==> src/rtl/cfg_keyport_pkg.sv <==
package cfg_keyport_pkg;
  localparam int HW = 2;

  localparam logic [HW-1:0] HA_KEY   = 2'd0;
  localparam logic [HW-1:0] HA_INDEX = 2'd1;
  localparam logic [HW-1:0] HA_DATA  = 2'd2;

  // control register bit positions (outputs decode these)
  localparam int B_UART_A = 7;
  localparam int B_UART_B = 6;
  localparam int B_KSEL   = 5;
  localparam int B_ECP    = 1;
  localparam int B_ECPEPP = 0;
endpackage

==> src/rtl/cfg_key_gate.sv <==
module cfg_key_gate #(
  parameter int DW = 8,
  parameter logic [DW-1:0] KEY_BASE = 8'h88
) (
  input  logic          clk,
  input  logic          rst,
  input  logic          key_wr,
  input  logic [DW-1:0] wdata,
  input  logic          key_sel,
  output logic [DW-1:0] key_q,
  output logic          unlocked
);
  logic [DW-1:0] valid_key;

  always_ff @(posedge clk) begin
    if (rst)         key_q <= '0;
    else if (key_wr) key_q <= wdata;
  end

  // lowest key bit follows the key-select bit
  assign valid_key = {KEY_BASE[DW-1:1], key_sel};
  assign unlocked  = (key_q == valid_key);

  AST_UNLOCK_CAUSE: assert property (@(posedge clk) disable iff (rst)
    $rose(unlocked) |-> ($past(key_wr) || !$stable(key_sel)));
  AST_WRONG_KEY_LOCKS: assert property (@(posedge clk) disable iff (rst)
    (key_wr && (wdata != valid_key)) |=> !unlocked);
endmodule

==> src/rtl/cfg_index_reg.sv <==
module cfg_index_reg #(
  parameter int DW = 8,
  parameter logic [DW-1:0] CTRL_INDEX = 8'h0C
) (
  input  logic          clk,
  input  logic          rst,
  input  logic          idx_wr,
  input  logic [DW-1:0] wdata,
  output logic [DW-1:0] index_q,
  output logic          sel_ctrl
);
  always_ff @(posedge clk) begin
    if (rst)         index_q <= '0;
    else if (idx_wr) index_q <= wdata;
  end

  assign sel_ctrl = (index_q == CTRL_INDEX);
endmodule

==> src/rtl/cfg_ctrl_reg.sv <==
module cfg_ctrl_reg
  import cfg_keyport_pkg::*;
#(
  parameter int DW = 8,
  parameter logic [DW-1:0] CTRL_MASK = 8'hE3
) (
  input  logic          clk,
  input  logic          rst,
  input  logic          strap,
  input  logic          wr_en,
  input  logic [DW-1:0] wdata,
  output logic [DW-1:0] ctrl_q
);
  logic [DW-1:0] reset_val;

  always_comb begin
    reset_val         = '0;
    reset_val[B_KSEL] = strap;
  end

  always_ff @(posedge clk) begin
    if (rst)        ctrl_q <= reset_val;
    else if (wr_en) ctrl_q <= wdata & CTRL_MASK;
  end

  AST_STRAP_LOAD: assert property (@(posedge clk) disable iff (rst)
    $fell(rst) |-> (ctrl_q[B_KSEL] == $past(strap)));
  AST_CTRL_WRITE: assert property (@(posedge clk) disable iff (rst)
    wr_en |=> (ctrl_q == ($past(wdata) & CTRL_MASK)));
  AST_RSVD_BITS_ZERO: assert property (@(posedge clk) disable iff (rst)
    (ctrl_q & ~CTRL_MASK) == '0);
endmodule

==> src/rtl/cfg_keyport.sv <==
module cfg_keyport
  import cfg_keyport_pkg::*;
#(
  parameter int DW = 8,
  parameter logic [DW-1:0] KEY_BASE    = 8'h88,
  parameter logic [DW-1:0] CTRL_INDEX  = 8'h0C,
  parameter logic [DW-1:0] CTRL_MASK   = 8'hE3,
  parameter logic [DW-1:0] LOCKED_READ = 8'hFF
) (
  input  logic          clk,
  input  logic          rst,
  input  logic          strap_keysel,
  input  logic          host_cs,
  input  logic          host_wr,
  input  logic          host_rd,
  input  logic [HW-1:0] host_addr,
  input  logic [DW-1:0] host_wdata,
  output logic [DW-1:0] host_rdata,
  output logic          uart_a_fast,
  output logic          uart_b_fast,
  output logic          key_sel,
  output logic          pext_ecp_en,
  output logic          pext_ecpepp_en
);
  logic          wr_cyc, rd_cyc;
  logic          key_wr, idx_wr, data_wr, ctrl_wr;
  logic [DW-1:0] key_q, index_q, ctrl_q;
  logic          unlocked, sel_ctrl;

  assign wr_cyc  = host_cs && host_wr;
  assign rd_cyc  = host_cs && host_rd;
  assign key_wr  = wr_cyc && (host_addr == HA_KEY);
  assign idx_wr  = wr_cyc && (host_addr == HA_INDEX);
  assign data_wr = wr_cyc && (host_addr == HA_DATA);
  assign ctrl_wr = data_wr && unlocked && sel_ctrl;

  cfg_key_gate #(.DW(DW), .KEY_BASE(KEY_BASE)) key_i (
    .clk(clk), .rst(rst), .key_wr(key_wr), .wdata(host_wdata),
    .key_sel(ctrl_q[B_KSEL]), .key_q(key_q), .unlocked(unlocked));

  cfg_index_reg #(.DW(DW), .CTRL_INDEX(CTRL_INDEX)) idx_i (
    .clk(clk), .rst(rst), .idx_wr(idx_wr), .wdata(host_wdata),
    .index_q(index_q), .sel_ctrl(sel_ctrl));

  cfg_ctrl_reg #(.DW(DW), .CTRL_MASK(CTRL_MASK)) ctrl_i (
    .clk(clk), .rst(rst), .strap(strap_keysel), .wr_en(ctrl_wr),
    .wdata(host_wdata), .ctrl_q(ctrl_q));

  always_comb begin
    host_rdata = '0;
    if (rd_cyc) begin
      case (host_addr)
        HA_KEY:   host_rdata = key_q;
        HA_INDEX: host_rdata = index_q;
        HA_DATA: begin
          if (!unlocked)     host_rdata = LOCKED_READ;
          else if (sel_ctrl) host_rdata = ctrl_q;
          else               host_rdata = '0;
        end
        default:  host_rdata = '0;
      endcase
    end
  end

  assign uart_a_fast    = ctrl_q[B_UART_A];
  assign uart_b_fast    = ctrl_q[B_UART_B];
  assign key_sel        = ctrl_q[B_KSEL];
  assign pext_ecp_en    = ctrl_q[B_ECP];
  assign pext_ecpepp_en = ctrl_q[B_ECPEPP];

  AST_LOCKED_WRITE_IGNORED: assert property (@(posedge clk) disable iff (rst)
    (data_wr && !unlocked) |=> $stable(ctrl_q));
  AST_LOCKED_READ_FF: assert property (@(posedge clk) disable iff (rst)
    (rd_cyc && host_addr == HA_DATA && !unlocked) |-> host_rdata == LOCKED_READ);
  AST_RSVD_INDEX_WRITE: assert property (@(posedge clk) disable iff (rst)
    (data_wr && !sel_ctrl) |=> $stable(ctrl_q));
  AST_KEYSEL_RELOCK: assert property (@(posedge clk) disable iff (rst)
    (ctrl_wr && (host_wdata[B_KSEL] != ctrl_q[B_KSEL]) && key_q[0] == ctrl_q[B_KSEL])
      |=> !unlocked);
  AST_NO_READ_ZERO: assert property (@(posedge clk) disable iff (rst)
    !rd_cyc |-> host_rdata == '0);
endmodule

==> config.mk <==
export PLATFORM = sky130hd
export DESIGN_NAME = cfg_keyport
export DESIGN_NICKNAME = d
export VERILOG_FILES = /design/src/rtl/cfg_keyport_pkg.sv /design/src/rtl/cfg_key_gate.sv /design/src/rtl/cfg_index_reg.sv /design/src/rtl/cfg_ctrl_reg.sv /design/src/rtl/cfg_keyport.sv
export SDC_FILE = /design/constraint.sdc
export NUM_CORES = 1
export LEC_CHECK = 0
export BUFFER_PORTS_ARGS = -buffer_cell sky130_fd_sc_hd__buf_2
export CAP_MARGIN = 20
export CORE_AREA = 2 2 64 66
export CTS_CLUSTER_SIZE = 28
export DETAILED_ROUTE_END_ITERATION = 6
export DIE_AREA = 0 0 66 68
export PLACE_DENSITY_LB_ADDON = 0.3
export SLEW_MARGIN = 20
export SYNTH_ARGS = -nofsm -noshare
export SYNTH_HDL_FRONTEND = slang
export SYNTH_SLANG_ARGS = --single-unit
export TNS_END_PERCENT = 5
==> constraint.sdc <==
create_clock -name clk -period 2.3 [get_ports clk]
set_input_delay 0.115 -clock clk [delete_from_list [all_inputs] [get_ports clk]]
set_output_delay 0.115 -clock clk [all_outputs]
set_load 0.01 [all_outputs]
==> out/results.txt, run 1 <==
internal reg-to-reg setup slack -> 0.53 ns
Synth cell types -> 30
DP HPWL -> 2160 µm
main flop type after synthesis -> dfxtp_1
total track usage -> 0.139
CTS resizes -> 0
TritonCTS clock tree -> done
Worst Hold Path Cells -> 3
Post-Route WL -> 2970 µm
Yosys warnings -> 0
Slew Limit Fails -> 0
cts hold-fix bufs -> 0
Setup violations, final -> 0
register bit total from synthesis -> 21
Clock Skews -> 0.00136 ns
Fin. Hold Viols -> 0
Inst Count DP -> 212
Final Instance Area -> 1320 µm²
Top delay family on crit path -> simple AND/OR/NAND/NOR gates
Post-synth ARST share -> 0
initial antenna violation count -> 0
post-synth top area share -> 0.362
relative slew slack -> 0.639
fmax -> 0.489 GHz
clk slew on worst S/H paths -> 0.08 ns
LEAKAGE -> 0.494 nW
Slew @ Worst Pin -> 0.539 ns
first-pass GRT wire length -> 4680 µm
syn_area_per_cell -> 7.91 µm²
commonest non-fill, non-tap cell in the layout -> nand2_1
Worst Path Arrival -> 1.93 ns
Die Ht -> 68 µm
placed cell area -> 1270 µm²
vias in the first global route -> 988
Sw Share -> 0.256
Initial Util -> 0.287
Ant. Diodes -> 0
clock tree buffer depth -> 2
Synth Instances -> 140
GPL Wtd Cong -> 0.767
final core utilization -> 0.342
Initial DRT Pass Iterations -> 4
Area growth, synth to finish -> 19.2%
Worst Path Required -> 2.18 ns
crit path kind -> register to output pin
Core Box Area -> 3860 µm²
pwr/cell area -> 535 nW/µm²
maximum VDD drop -> 0.000209 V
CTS Buf Count -> 3
max-cap violations -> 0
Post-synth EDFFs -> 1
Initial DRC Count -> 57
most frequent cells in the layout -> 35 x nand2_1, 33 x a21oi_1, 28 x buf_2
DIE AREA -> 4490 µm²
port bufs -> 28
drt wl/cell -> 13.7 µm
layout cells sized above 1 -> 0.259
reg2reg end -> ctrl_i.ctrl_q[7]
DR vias/cell -> 4.82
CP Launch Point -> key_i.key_q[2]
WP buf/inv -> 1
row count -> 23
Worst Hold Class -> primary input to register
area of the mapped netlist -> 1110 µm²
crit start category -> register
Clock Tree Root -> clkbuf_8
leading area contributor after synthesis -> dfxtp_1
Post-CTS Setup Bufs -> 0
CP endpoint kind -> output pin
die width -> 66 µm
status -> completed
top cells by area, synth -> dfxtp_1 36%, a21oi_1 15%, nand2_1 12%
CP Cell Sequence -> nor4b_1 -> nand3_2 -> nand2b_1 -> a21oi_1 -> buf_2
Final Critical Period -> 2.05 ns
Gate power share -> 0.114
largest net degree at the start of global routing -> 24
Worst Hold Launch -> host_wdata[4]
Crit-path slowest cell -> nor4b_1
DRC -> 0
max incr delay on CP -> 0.49 ns
# IOs -> 29
final net count -> 183
fin crit share -> 0.890
Seq/Total Area, Yosys -> 0.389
FF-to-FF Start -> idx_i.index_q[4]
post-route setup TNS -> 0 ns
crit path max fanout -> 8
worst reg-to-reg path cell count -> 4
CTS Sinks -> 21
Worst-Skew Late Latency -> 0.26 ns
via count -> 1042
Filler cells -> 428
H-tree depth -> 1
Clk network pwr share -> 0.348
GR Overflow Total -> 0
Flop pwr share -> 0.538
RSZ-0062 raised after global routing -> false
NetSw -> 0.180 mW
antenna violation net count after detailed routing -> 0
WHS Endpoint -> key_i.key_q[4]
Post-Syn Nets -> 156
Final Instance Count excl. Fillers -> 216
P_int -> 0.525 mW
==> sequential cells by signal, indices dropped and copies added (netlist names) <==
signal         cells
idx_i.index_q      8
key_i.key_q        8
ctrl_i.ctrl_q      5
==> cells in the mapped netlist (2+ instances only) <==
library cell  count
nand3_1           6
or4_4             2
or2_2             3
clkbuf_1          2
nor2_1            5
dfxtp_1          20
nand2_1          35
a21oi_1          33
o21ai_1           5
mux2i_1           8
buf_2             2
==> worst register-to-register path, stage by stage (launching register included) <==
cell	delay, ns
dfxtp_1	0.33
or4_4	0.57
or4_4	0.53
o21ai_1	0.15
a21oi_1	0.07
==> logic make-up (layout without fill, tap and decap cells) <==
group	after synthesis	count (layout)	synth area share
xor gates and xnor gates	1	1	0.00791
buffers and inverters	7	33	0.0395
muxes	8	8	0.0723
AOI/OAI and AO/OA	39	39	0.179
and+or+nand+nor	64	64	0.313
DFF	21	21	0.389
==> final cells by class <==
cell class / count / area [µm²] / share of cell area
Sequential cell: 21 / 430 / 0.326
Clock inverter: 1 / 5.00 / 0.00379
Tap cell: 50 / 62.6 / 0.0474
Clock buffer: 3 / 41.3 / 0.0313
Timing Repair Buffer: 29 / 148 / 0.112
Multi-Input combinational cell: 112 / 633 / 0.480
==> metrics by stage <==
stage          setup WS, ns  hold slack (ns)  power [mW]
6_report              0.253           0.0966       0.706
5_1_grt              0.0760           0.0936       0.739
4_1_cts               0.234           0.0934       0.712
3_5_place_dp          0.545            0.377       0.469
3_3_place_gp          0.551            0.372       0.469
2_1_floorplan         0.623            0.248       0.436
==> power by group through the flow <==
stage | registers (mW) | clock network (mW) | logic, mW
after floorplan | 0.387 | 0 | 0.0489
after global placement | 0.388 | 0 | 0.0803
after detailed placement | 0.388 | 0 | 0.0807
after CTS | 0.380 | 0.252 | 0.0809
after global routing | 0.381 | 0.269 | 0.0884
final | 0.380 | 0.245 | 0.0807
==> worst max path at each step <==
stage,depth (start not counted),slack (ns),end
global route,5,0.08,host_rdata[5]
global placement,4,0.55,ctrl_i.ctrl_q[7]
CTS,5,0.23,host_rdata[4]
finish,5,0.25,host_rdata[7]
floorplan,4,0.62,ctrl_i.ctrl_q[0]
detailed placement,5,0.54,host_rdata[4]
==> metal layers <==
layer,share of wire,global-route usage,vias up
met3,0.034,0.0214,5
met2,0.47,0.244,25
li1,-,-,543
met1,0.48,0.172,469
met5,0,0,-
met4,0.016,0.0536,0
(Power assumes the default switching activity.)
==> inputs of run 2 (changes only) <==
ABC_AREA = 1   (was not set)
CORE_AREA = 2 2 66 68   (was 2 2 64 66)
DIE_AREA = 0 0 68 70   (was 0 0 66 68)
==> run 2 against run 1 <==
  * Sequential share of layout area is 2.0 points lower
  * Largest power group unchanged
  * Worst hold slack worse by 0.0029 ns
  * Die area rose by 6.1%
  * Power rose by 2.1%
  * Clock power decreased by 2%
  * Critical path depth is 2 higher
  * Routed wire length shrank 2.4%
==> out/results.txt, run 2 <==
final net count -> 232
GRT busiest layer -> met2
total track usage -> 0.132
placed cell area -> 1360 µm²
register bit total from synthesis -> 21
Post-CTS Setup Bufs -> 0
Worst-Skew Late Latency -> 0.26 ns
relative slew slack -> 0.642
fin crit share -> 0.742
post-route setup TNS -> 0 ns
leading area contributor after synthesis -> dfxtp_1
DRC -> 0
# IOs -> 29
grt met2 use -> 0.210
GR Overflow Total -> 0
Clock Skews -> 0.00102 ns
Post-Syn Nets -> 202
Ant. Diodes -> 0
die width -> 68 µm
crit path max fanout -> 8
Slew Limit Fails -> 0
H-tree depth -> 1
row count -> 24
Worst Path Required -> 2.18 ns
RSZ-0062 raised after global routing -> false
antenna violation net count after detailed routing -> 0
met3 usage -> 0.0242
via count -> 1190
main flop type after synthesis -> dfxtp_1
CP endpoint kind -> output pin
synth cell count leaders -> 33 x inv_1, 33 x nand2_1, 32 x nor2_1
Post-Route WL -> 2900 µm
first-pass GRT wire length -> 4750 µm
Fin. Hold Viols -> 0
crit start category -> register
Worst Path Arrival -> 1.59 ns
drt wl/cell -> 10.9 µm
Filler cells -> 488
Initial DRC Count -> 57
top flop regs -> idx_i.index_q (8), key_i.key_q (8), ctrl_i.ctrl_q (5)
post-synth top area share -> 0.342
Worst Hold Class -> primary input to register
Area growth, synth to finish -> 20.1%
Setup violations, final -> 0
GPL Wtd Cong -> 0.815
fmax -> 0.586 GHz
TritonCTS clock tree -> done
CTS resizes -> 0
Final Critical Period -> 1.71 ns
LEAKAGE -> 0.637 nW
Die Ht -> 70 µm
syn_area_per_cell -> 6.30 µm²
most frequent cells in the layout -> 33 x nand2_1, 33 x inv_1, 32 x nor2_1
clock tree buffer depth -> 2
DIE AREA -> 4760 µm²
area of the mapped netlist -> 1170 µm²
Synth Instances -> 186
pwr/cell area -> 512 nW/µm²
CTS Sinks -> 21
cts hold-fix bufs -> 0
clk slew on worst S/H paths -> 0.07 ns
Seq/Total Area, Yosys -> 0.367
Clock Tree Root -> clkbuf_8
met1 Use GR -> 0.174
Initial Util -> 0.283
Core Box Area -> 4140 µm²
Post-synth ARST share -> 0
Synth cell types -> 17
max-cap violations -> 0
status -> completed
CTS Buf Count -> 3
port bufs -> 28
layout cells sized above 1 -> 0.181
Post-synth EDFFs -> 1
Yosys warnings -> 0
vias in the first global route -> 1066
Initial DRT Pass Iterations -> 4
DP HPWL -> 2340 µm
Final Instance Area -> 1410 µm²
crit path kind -> register to output pin
top cells by area, synth -> dfxtp_1 34%, a21oi_1 11%, inv_1 11%
maximum VDD drop -> 0.000151 V
largest net degree at the start of global routing -> 23
DR vias/cell -> 4.46
initial antenna violation count -> 0
Slew @ Worst Pin -> 0.537 ns
[run 2: routing by layer]
layer | vias up | share of wire
met4 | 0 | 0.014
met1 | 522 | 0.48
li1 | 641 | -
met2 | 23 | 0.47
met5 | - | 0
met3 | 4 | 0.037
[run 2: per-stage QoR]
stage / setup slack [ns] / total power [mW] / utilization / std cells / hold slack (ns)
2_1_floorplan: 0.983 / 0.452 / - / 186 / 0.250
3_3_place_gp: 0.881 / 0.489 / 0.329 / 263 / 0.362
3_5_place_dp: 0.871 / 0.490 / 0.329 / 263 / 0.363
4_1_cts: 0.602 / 0.729 / 0.340 / 267 / 0.0902
5_1_grt: 0.459 / 0.756 / 0.340 / 267 / 0.112
6_report: 0.593 / 0.721 / 0.340 / 267 / 0.0937
[run 2: critical path: stages, from the launching register on]
cell and delay, ns:
edfxtp_1 0.43, inv_1 0.10, nand2_1 0.05, nand2_1 0.09, nand3_1 0.15, nand2_1 0.25, a21oi_1 0.11, buf_2 0.15
[run 2: area by class of cell]
| type | instances | area [µm²] | area share |
|---|---|---|---|
| inverters | 33 | 124 | 0.0880 |
| repair buffers | 29 | 148 | 0.105 |
| well taps | 52 | 65.1 | 0.0462 |
| multi-input cells | 128 | 596 | 0.423 |
| clock buffers | 4 | 45.0 | 0.0320 |
| flip-flops and latches | 21 | 430 | 0.306 |
[run 2: power breakdown]
group          switching, mW  internal [mW]  leakage, nW
Combinational         0.0607         0.0339        0.443
Clock                  0.116          0.123       0.0228
Sequential           0.00863          0.378        0.172
Total                  0.186          0.535        0.637
[run 2: final timing paths]
path | from | end | slack, ns | depth (start not counted)
max | ctrl_i.ctrl_q[5] | host_rdata[1] | 0.59 | 7
min reg2reg | key_i.key_q[2] | key_i.key_q[2] | 0.48 | 2
min | host_wdata[2] | idx_i.index_q[2] | 0.09 | 3
max reg2reg | ctrl_i.ctrl_q[5] | ctrl_i.ctrl_q[5] | 0.87 | 7
[run 2: logic make-up after synthesis]
kind of cell	synth area share
compound gates	0.208
simple gates	0.300
flops	0.367
buf+inv	0.125
